File: src/rtl/scr_pkg.sv
package scr_pkg;
  typedef enum logic {
    KEY_SEL_ADDR = 1'b0,
    KEY_SEL_DATA = 1'b1
  } key_sel_e;
endpackage

File: src/rtl/scr_key_regs.sv
module scr_key_regs #(
  parameter int DATA_W  = 32,
  parameter int WORD_AW = 15
) (
  input  logic               clk,
  input  logic               rst_n,
  input  logic               cfg_we,
  input  logic               cfg_sel,
  input  logic [DATA_W-1:0]  cfg_wdata,
  output logic [WORD_AW-1:0] addr_key,
  output logic [DATA_W-1:0]  data_key
);
  import scr_pkg::*;

  logic ld_addr;
  logic ld_data;

  assign ld_addr = cfg_we && (key_sel_e'(cfg_sel) == KEY_SEL_ADDR);
  assign ld_data = cfg_we && (key_sel_e'(cfg_sel) == KEY_SEL_DATA);

  always_ff @(posedge clk or negedge rst_n) begin
    if (!rst_n) begin
      addr_key <= '0;
    end else if (ld_addr) begin
      addr_key <= cfg_wdata[WORD_AW-1:0];
    end
  end

  always_ff @(posedge clk or negedge rst_n) begin
    if (!rst_n) begin
      data_key <= '0;
    end else if (ld_data) begin
      data_key <= cfg_wdata;
    end
  end
endmodule

File: src/rtl/scr_addr_map.sv
module scr_addr_map #(
  parameter int WORD_AW = 15
) (
  input  logic [WORD_AW-1:0] word_idx,
  input  logic [WORD_AW-1:0] addr_key,
  output logic [WORD_AW-1:0] phys_idx
);
  for (genvar b = 0; b < WORD_AW; b++) begin : g_bit
    assign phys_idx[b] = word_idx[b] ^ addr_key[b];
  end
endmodule

File: src/rtl/scr_rsp_pipe.sv
module scr_rsp_pipe #(
  parameter int DATA_W = 32
) (
  input  logic              clk,
  input  logic              rst_n,
  input  logic              rd_fire,
  input  logic [DATA_W-1:0] mask_in,
  input  logic [DATA_W-1:0] ram_rdata,
  output logic              rsp_valid,
  output logic [DATA_W-1:0] rsp_rdata
);
  logic [DATA_W-1:0] mask_q;

  always_ff @(posedge clk or negedge rst_n) begin
    if (!rst_n) begin
      rsp_valid <= 1'b0;
      mask_q    <= '0;
    end else begin
      rsp_valid <= rd_fire;
      if (rd_fire) mask_q <= mask_in;
    end
  end

  assign rsp_rdata = ram_rdata ^ mask_q;
endmodule

File: src/rtl/ram_scrambler.sv
module ram_scrambler #(
  parameter int ADDR_W    = 32,
  parameter int DATA_W    = 32,
  parameter int RAM_WORDS = 32768,
  localparam int WORD_AW  = $clog2(RAM_WORDS),
  localparam int LANES    = DATA_W / 8,
  localparam int BYTE_OFF = $clog2(LANES)
) (
  input  logic               clk,
  input  logic               rst_n,
  input  logic               cfg_we,
  input  logic               cfg_sel,
  input  logic [DATA_W-1:0]  cfg_wdata,
  input  logic               cpu_req_valid,
  output logic               cpu_req_ready,
  input  logic               cpu_req_we,
  input  logic [ADDR_W-1:0]  cpu_req_addr,
  input  logic [DATA_W-1:0]  cpu_req_wdata,
  input  logic [LANES-1:0]   cpu_req_wstrb,
  output logic               cpu_rsp_valid,
  output logic [DATA_W-1:0]  cpu_rsp_rdata,
  output logic               ram_en,
  output logic               ram_we,
  output logic [LANES-1:0]   ram_be,
  output logic [WORD_AW-1:0] ram_addr,
  output logic [DATA_W-1:0]  ram_wdata,
  input  logic [DATA_W-1:0]  ram_rdata
);
  logic [WORD_AW-1:0] addr_key;
  logic [DATA_W-1:0]  data_key;
  logic [DATA_W-1:0]  data_mask;
  logic               fire;

  scr_key_regs #(.DATA_W(DATA_W), .WORD_AW(WORD_AW)) u_keys (
    .clk      (clk),
    .rst_n    (rst_n),
    .cfg_we   (cfg_we),
    .cfg_sel  (cfg_sel),
    .cfg_wdata(cfg_wdata),
    .addr_key (addr_key),
    .data_key (data_key)
  );

  scr_addr_map #(.WORD_AW(WORD_AW)) u_map (
    .word_idx(cpu_req_addr[BYTE_OFF +: WORD_AW]),
    .addr_key(addr_key),
    .phys_idx(ram_addr)
  );

  assign cpu_req_ready = 1'b1;
  assign fire          = cpu_req_valid && cpu_req_ready;
  assign data_mask     = data_key ^ DATA_W'(cpu_req_addr);

  assign ram_en    = fire;
  assign ram_we    = fire && cpu_req_we;
  assign ram_be    = cpu_req_wstrb;
  assign ram_wdata = cpu_req_wdata ^ data_mask;

  scr_rsp_pipe #(.DATA_W(DATA_W)) u_rsp (
    .clk      (clk),
    .rst_n    (rst_n),
    .rd_fire  (fire && !cpu_req_we),
    .mask_in  (data_mask),
    .ram_rdata(ram_rdata),
    .rsp_valid(cpu_rsp_valid),
    .rsp_rdata(cpu_rsp_rdata)
  );
endmodule

File: config.mk
export PLATFORM = sky130hd
export DESIGN_NAME = ram_scrambler
export DESIGN_NICKNAME = d
export VERILOG_FILES = /design/src/rtl/scr_pkg.sv /design/src/rtl/scr_key_regs.sv /design/src/rtl/scr_addr_map.sv /design/src/rtl/scr_rsp_pipe.sv /design/src/rtl/ram_scrambler.sv
export SDC_FILE = /design/constraint.sdc
export NUM_CORES = 1
export LEC_CHECK = 0
export BUFFER_PORTS_ARGS = -buffer_cell sky130_fd_sc_hd__buf_2
export CAP_MARGIN = 20
export CELL_PAD_IN_SITES_DETAIL_PLACEMENT = 1
export CELL_PAD_IN_SITES_GLOBAL_PLACEMENT = 1
export CORE_MARGIN = 3
export CORE_UTILIZATION = 31
export CTS_CLUSTER_SIZE = 8
export DETAILED_ROUTE_END_ITERATION = 8
export MAX_ROUTING_LAYER = met4
export PLACE_DENSITY_LB_ADDON = 0.3
export SKIP_LAST_GASP = 1
export SLEW_MARGIN = 10
export SYNTH_ARGS = -nofsm -noshare
export SYNTH_HDL_FRONTEND = slang
export SYNTH_SLANG_ARGS = --single-unit
File: constraint.sdc
create_clock -name clk -period 0.8 [get_ports clk]
set_input_delay 0.04 -clock clk [delete_from_list [all_inputs] [get_ports clk]]
set_output_delay 0.04 -clock clk [all_outputs]
set_load 0.005 [all_outputs]
== Yosys cells after proc, flatten, opt, wreduce, memory -nomap -nowiden ==
Index checks and enable logic that the tools add are counted.

* Bitwise gates (word level): 19
* Reductions and logical operators: 5

{| class="wikitable"
|+ Operator list
! cell !! count
|-
| XOR 32 bit || 3
|-
| XOR 1 bit || 15
|-
| logical AND 1 bit || 4
|-
| zero test 1 bit || 1
|-
| inverter 1 bit || 1
|}

* Bits in registers: 80
* Bits of input ports: 138
* Output and inout bits: 87
* Word-level logic and storage cells: 28

== Logic depth before layout (Yosys ltp) ==
Gate-level depths: netlist of the first run.

* Word-level depth: 2
* Gate-level depth with buffers: 4

== Hierarchy ==
Synthesis of the first run repeated with hierarchy kept, for this count alone.

* Cells, all modules: 290
* Area total of the unflattened synthesis: 4702.0 um2

{| class="wikitable"
|+ Modules (own cells, without submodules)
! module !! times used !! cells an instance !! area an instance (um2) !! sequential area each (um2)
|-
| scr_key_regs || 1 || 101 || 1818.0 || 1176.1
|-
| scr_rsp_pipe || 1 || 101 || 1650.3 || 825.8
|-
| ram_scrambler || 1 || 73 || 1102.3 || 0.0
|-
| scr_addr_map || 1 || 15 || 131.4 || 0.0
|}

== Least setup slack after synthesis of the first run ==
OpenSTA, ideal clock, no wires.

* Path kind: input to register
* Start point: in cfg_we
* End point: reg u_keys.addr_key[10]
* Arrival: 747 ps
* Required time: 675 ps
* Slack: -72 ps
* Stages on the path: 4
* Path buffers: 2
* Cell sequence: nor2b_1 -> buf_6 -> buf_8 -> mux2_4

* Longest elaborated chain between the ends: 1

{| class="wikitable"
|+ Ends and longest elaborated chain
! what !! RTL line !! RTL
|-
| from (decl) || ram_scrambler.sv:11 || <nowiki>input logic cfg_we,</nowiki>
|-
| logical AND 1 bit || scr_key_regs.sv:18 || <nowiki>assign ld_addr = cfg_we && (key_sel_e'(cfg_sel) == KEY_SEL_ADDR);</nowiki>
|-
| to (signal assigned) || scr_key_regs.sv:25 || <nowiki>addr_key <= cfg_wdata[WORD_AW-1:0];</nowiki>
|-
| to (decl) || scr_key_regs.sv:10 || <nowiki>output logic [WORD_AW-1:0] addr_key,</nowiki>
|}

Every way passes these cells.
A chain may end at the register's enable or synchronous reset.

== Final worst setup path of the first run ==
* Start point: reg u_keys.data_key[27]
* End point: out ram_wdata[27]

* Longest elaborated chain between the ends: 2

{| class="wikitable"
|+ Ends and longest elaborated chain
! what !! RTL line !! RTL
|-
| from (decl) || scr_key_regs.sv:11 || <nowiki>output logic [DATA_W-1:0] data_key</nowiki>
|-
| from (signal assigned) || scr_key_regs.sv:33 || <nowiki>data_key <= cfg_wdata;</nowiki>
|-
| XOR 32 bit || ram_scrambler.sv:52 || <nowiki>assign data_mask = data_key ^ DATA_W'(cpu_req_addr);</nowiki>
|-
| XOR 32 bit || ram_scrambler.sv:57 || <nowiki>assign ram_wdata = cpu_req_wdata ^ data_mask;</nowiki>
|-
| to (decl) || ram_scrambler.sv:26 || <nowiki>output logic [DATA_W-1:0] ram_wdata,</nowiki>
|}

Every way passes these cells.

==> results of run 1 <==
-- synth_stat cells --
| master | instances |
|---|---|
| dfrtp_1 | 80 |
| xnor2_1 | 64 |
| xor2_1 | 47 |
| mux2_2 | 37 |
| inv_1 | 32 |
| mux2i_1 | 32 |
| mux2_4 | 10 |
| buf_4 | 9 |
| buf_8 | 4 |
| buf_6 | 2 |
| and2_2 | 1 |
| and2b_2 | 1 |
| conb_1 | 1 |
| nand2_1 | 1 |
| nor2b_1 | 1 |
-- cells by family (layout without fill, tap and decap cells) --
kind of cell  after synthesis  after routing
xor+xnor                  111            111
buf+inv                    47            336
flops                      80             80
mux                        79             79
other cells                 1              2
simple gates                4              4
-- worst max path at each step --
stage | cells after the start | slack, ns | end
2_1_floorplan | 4 | -0.03 | u_keys.addr_key[10]
3_3_place_gp | 3 | -0.25 | ram_wdata[10]
3_5_place_dp | 3 | -0.24 | ram_wdata[10]
4_1_cts | 3 | -0.51 | ram_wdata[14]
5_1_grt | 3 | -0.57 | ram_wdata[27]
6_report | 3 | -0.51 | ram_wdata[27]
-- power by group --
part	total [mW]	switching, mW	internal, mW
registers	5.60	0.717	4.88
clock network	4.13	1.55	2.58
logic	5.23	2.02	3.21
-- metrics by stage --
stage | setup WS, ns | hold slack (ns) | instance area, µm² | TNS (ns)
CTS | -0.508 | 0.0386 | 6480 | -27.00
detailed placement | -0.235 | 0.0482 | 5460 | -15.42
floorplan | -0.0321 | -0.256 | 4170 | -0.321
global placement | -0.251 | 0.0485 | 5460 | -12.52
global route | -0.574 | 0.0601 | 6750 | -33.60
finish | -0.505 | 0.0463 | 6750 | -27.21
-- metal layers --
layer | GRT usage [%] | wire (µm)
met1 | 16.7 | 4540
met2 | 31.3 | 6680
met3 | 2.65 | 730
met4 | 6.30 | 256
met5 | - | 0
-- critical path, delay by kind of cell, from the launching register on --
family                 cells  cell delay (ns)
XOR/XNOR                   2             0.37
buffers and inverters      1             0.15
flip-flops                 1             0.42
-- layout by cell type, fill, tap and decap left out --
cell type	instances
dlygate4sd3_1	33
mux2_2	14
clkbuf_8	2
buf_2	214
mux2i_2	1
buf_12	7
xor2_2	1
xnor2_2	34
and2_2	1
inv_1	28
xor2_1	46
bufinv_16	1
mux2i_1	31
buf_6	15
buf_4	19
clkbuf_16	9
nor2b_4	1
conb_1	1
and2b_2	1
nand2_2	1
mux2_4	33
clkbuf_1	2
inv_2	4
dfrtp_1	80
diode_2	1
clkinv_2	2
xnor2_1	30
-- state kept, by name, indices dropped and copies added (netlist names) --
name and count:
u_rsp.mask_q 32, u_keys.addr_key 15, u_rsp.rsp_valid 1, u_keys.data_key 32
-- repair_timing --
item                                    in CTS  in global routing
gates resized for setup                     33                 45
hold buffers                                33                  0
pin swaps                                   32                  6
cloned                                       0                  0
endpoints found under the setup margin     112                148
hold endpoints to repair                   127                  0
buffers inserted                            18                 19
-- layout make-up --
type	instances	area [µm²]
multi-input combinational	195	2250
clock buffer	13	260
inverter	32	120
clock inverter	3	40.0
sequential	80	2000
antenna	1	2.50
fill	1419	6130
timing repair buffer	288	1850
tap	172	215
==> results.md, run 1 <==
- Biggest area consumer among synthesized cells: dfrtp_1
- Setup violations, final: 120
- DRT iter0 DRCs: between 100 and 150
- Sink Count: 80
- Placeable Area: 12900 µm²
- Layout Skew: 0.00397 ns
- CP endpoint kind: output port
- Worst EP required: 0.76 ns
- Die width: 122 µm
- Outcome: complete, but fails checks
- Total track usage: approximately 16%
- Combinational family with the most area after synthesis: XOR/XNOR gates
- Total power: around 15 mW
- CP cell instances: xnor2_2 -> xnor2_1 -> buf_2
- Remaining global-route overflow: 0
- Finished Layout Cells: between 700 and 800
- LEAKAGE: around 3.5 nW
- Wirelength per Cell: 15.6 µm
- First-pass GRT wire length: approximately 18 mm
- FF-to-FF path depth: 3
- Largest net degree at the start of global routing: just over 40
- Startpoint types: register
- Inst Count DP: around 700
- Final hold viol count: 0
- Post-synthesis mux area share: a little over a fifth
- Synth cell types: 15
- Clock period minus worst slack: about 1.3 ns
- Top cell type's share of synthesized area: 48.1%
- Period utilisation layout: 163%
- Cell with the largest stage delay on the worst path: dfrtp_1
- Worst R2R Start: u_keys.data_key[24]
- DRC errors left: 0
- Hold Crit Endpoint: u_rsp.mask_q[1]
- Nets: approximately 740
- Main area contributors after synthesis: dfrtp_1 (48%), xnor2_1 (13%), mux2_2 (10%)
- Clk buf depth: 2
- Setup slack after layout: -0.505 ns
- CP Class: reg2out
- Fmax: approximately 770 MHz
- Die Y: approximately 120 µm
- Failing checks: negative setup slack
- Fin util: approximately 52%
- Average cell area after synthesis: between 10 and 15 µm²
- Starting density of the core: between 30% and 40%
- Post-Syn Area: 4160 µm²
- Skew-Pair Late Insertion Delay: roughly 0.32 ns
- Clock root cell: clkbuf_16
- R2r endpoint: u_keys.data_key[24]
- CP startpoint: u_keys.data_key[27]
- Synthesis-stage register bit count: 80
- PD cells: about 2200 nW/µm²
- Yosys warns: 0
- Ratio of cells with drive above 1 in the final layout: about three fifths
- Drt pass-1 iters: 3
- Class of the worst hold path: in2reg
- Post-detailed-route count of antenna-violating nets: 0
- CTS tree: done
- Compound-gate portion of the synthesized area: 0%
- Area of the die: about 15000 µm²
- Synth-to-Final Area Change: 62.1%
- Min-Delay Path Depth: 3
- VDD IR max: 0.838 mV
- Final wirelength: roughly 12 mm
- Slew Viols, Final: 0
- Antenna violations before repair: 1
- Simple-Gate Fraction of Synth Area: less than 1%
- Worst-path clk slew: 0.06 ns
- Xor/xnor share of the synthesized area: between 20% and 30%
- CP arrival: 1.27 ns
- Register area share after synthesis: approximately half
- # port buffers: 215
- Max incr delay on CP: between 0.4 and 0.5 ns
- Register-to-register setup slack: -0.21 ns
- Num CTS Buffers: 9
- Vias in the first global route: 3731
- Min-delay src: cpu_req_addr[1]
- Row count: roughly 40
- Critical-path maximum fanout: 2
- Synth Area in Adders: 0%
- Placer Congestion: 0.739
- Synth Net Count: 460
- I/O pin count: 225
- # H-tree levels: 3
- DR vias: between 3000 and 4000
- Vias per inst: between 4 and 5
- Synth Instances: between 300 and 400
- Total of max-cap violations: 0
- RSZ-0062 raised after global routing: yes
- HPWL Detailed: ~9 mm
Note: power is estimated with default switching activity, not from simulation.
==> run 2, diff against run 1 <==
Settings changed: BUFFER_PORTS_ARGS -buffer_cell sky130_fd_sc_hd__buf_2 to unset, CORE_UTILIZATION 31 to 43, DONT_BUFFER_PORTS set to 1, HOLD_SLACK_MARGIN set to 0.12.
==> results.md, run 2 (synthesis gave the netlist of run 1 again) <==
- Outcome: complete, but fails checks
- Failing checks: negative hold slack, negative setup slack
- Largest net degree at the start of global routing: 81 (+98%)
- Post-detailed-route count of antenna-violating nets: 0 (unchanged)
- Antenna violations before repair: 0 (-1)
- Layout Skew: 0.00721 ns (+0.00324 ns)
- Max incr delay on CP: 0.42 ns (about the same)
- Placed cell areas: 4360 µm² (-20%)
- CP endpoint kind: output port
- PD cells: 2190 nW/µm² (-1.1%)
- Clk buf depth: 2 (unchanged)
- Worst-path clk slew: 0.09 ns (+0.03 ns)
- Clock period minus worst slack: 1.23 ns (-0.0729 ns)
- Area of the die: 10900 µm² (-27%)
- # diodes: 0 (-1)
- CTS tree: done
- Die width: 104 µm (-14%)
- Startpoint types: register
- DRT iter0 DRCs: 44 (-60%)
- Sink Count: 80 (unchanged)
- Class of the worst hold path: in2async
- HPWL Detailed: 7.05 mm (-21%)
- First-pass GRT wire length: 16.6 mm (-9.5%)
- Register-to-register setup slack: -0.22 ns (about the same)
- CP cell instances: xnor2_2 -> buf_4 -> xnor2_2
- Skew-Pair Late Insertion Delay: 0.34 ns (+0.02 ns)
- Inst Count DP: 450 (-36%)
- FF-to-FF path depth: 3 (unchanged)
- Placer Congestion: 0.711 (-3.8%)
- Biggest regs: u_keys.data_key (32), u_rsp.mask_q (32), u_keys.addr_key (15)
- Placeable Area: 9330 µm² (-28%)
- Most common cell after layout, fill and taps aside: dfrtp_1
- Total of max-cap violations: 0 (unchanged)
- Die Y: 104 µm (-14%)
- Final wirelength: 11.7 mm (-4.4%)
- CP arrival: 1.19 ns (-0.08 ns)
- Period utilisation layout: 154% (-9.1 points)
- Post-route cell area: 5790 µm² (-14%)
- Setup_tns: -22.60 ns (+4.61 ns)
- LEAKAGE: 2.69 nW (-23%)
- Buf/Inv on CP: 1 (unchanged)
- Slew Viols, Final: 0 (unchanged)
- Worst EP required: 0.76 ns (about the same)
- Cell with the largest stage delay on the worst path: dfrtp_1
- Remaining global-route overflow: 0 (unchanged)
- Clock root cell: clkbuf_8
- RSZ-0062 raised after global routing: yes
- Setup violations, final: 129 (+7.5%)
- Setup slack after layout: -0.433 ns (+0.0729 ns)
- Largest delay share family, worst path: flip-flops
- Ratio of cells with drive above 1 in the final layout: 44.9% (-14 points)
- # H-tree levels: 3 (unchanged)
- Synth-to-Final Area Change: 39.2%
- # port buffers: 0 (-100%)
- Finished Layout Cells: 523 (-33%)
- Fmax: 811 MHz (+5.9%)
- I/O pin count: 225 (unchanged)
- Num CTS Buffers: 9 (unchanged)
- Final hold viol count: 108 (+108)
- Worst hold margin: -0.615 ns (-0.662 ns)
- Wirelength per Cell: 22.3 µm (+43%)
- Drt pass-1 iters: 4 (+1)
- Critical-path maximum fanout: 2 (unchanged)
- Row count: 35 (-15%)
- Worst R2R Start: u_keys.data_key[25]
- Starting density of the core: 44.6% (+12 points)
- VDD IR max: 1.03 mV (+22%)
- R2r endpoint: u_keys.data_key[25]
- DRC errors left: 0 (unchanged)
- Vias in the first global route: 3015 (-19%)
- Vias per inst: 4.94 (+16%)
- Nets: 528 (-29%)
- Total track usage: 20.1% (+3.7 points)
- CP Class: reg2out
- Hold-fix buffers, CTS: 37 (+12%)
- Commonest non-fill, non-tap cells in the layout: dfrtp_1 (80), xnor2_2 (49), dlygate4sd3_1 (37)
- DR vias: 2586 (-23%)
- Most used cell, CP: xnor2_2
[run 2: layout make-up]
class                           instances  area [µm²]
Inverter                               32         120
Clock inverter                          5        58.8
Timing Repair Buffer                   72         768
Tap cell                              129         161
Multi-Input combinational cell        195        2560
Sequential cell                        80        2000
Clock buffer                           10         128
Fill cell                             880        3530
[run 2: layer usage]
layer	global-route usage (%)	share of wire (%)	wire, µm
met2	36.3	56	6520
met5	-	0	0
met1	21.7	37	4280
met3	5.83	6.9	802
met4	4.84	0.70	82
[run 2: power by group]
group	total (mW)	switching (mW)	internal (mW)	leakage, nW
clock network	2.93	1.50	1.43	0.0883
registers	5.69	0.825	4.87	0.936
logic	4.09	1.66	2.43	1.66
[run 2: stage by stage]
step / utilization (%) / power, mW / setup slack [ns]
after detailed placement: 46.8 / 8.34 / -0.120
after global placement: 46.8 / 8.21 / -0.131
final: 62.1 / 12.7 / -0.433
after CTS: 58.2 / 12.2 / -0.466
after global routing: 62.1 / 13.4 / -0.493
after floorplan: - / 7.69 / -0.0321
[run 2: worst max path at each step]
stage	from	endpoint	slack, ns	cells after the start
2_1_floorplan	cfg_we	u_keys.addr_key[10]	-0.03	4
3_3_place_gp	u_keys.data_key[10]	ram_wdata[10]	-0.13	3
3_5_place_dp	u_keys.data_key[12]	u_rsp.mask_q[12]	-0.12	2
4_1_cts	u_keys.data_key[10]	ram_wdata[10]	-0.47	3
5_1_grt	u_keys.data_key[10]	ram_wdata[10]	-0.49	3
6_report	u_keys.data_key[10]	ram_wdata[10]	-0.43	3
[run 2: repair_timing]
action                     4_1_cts  5_1_grt
gates resized for setup         56       62
setup endpoints to repair      114      151
buffers inserted                16       13
pin swaps                       35        5
hold endpoints to repair       164      127
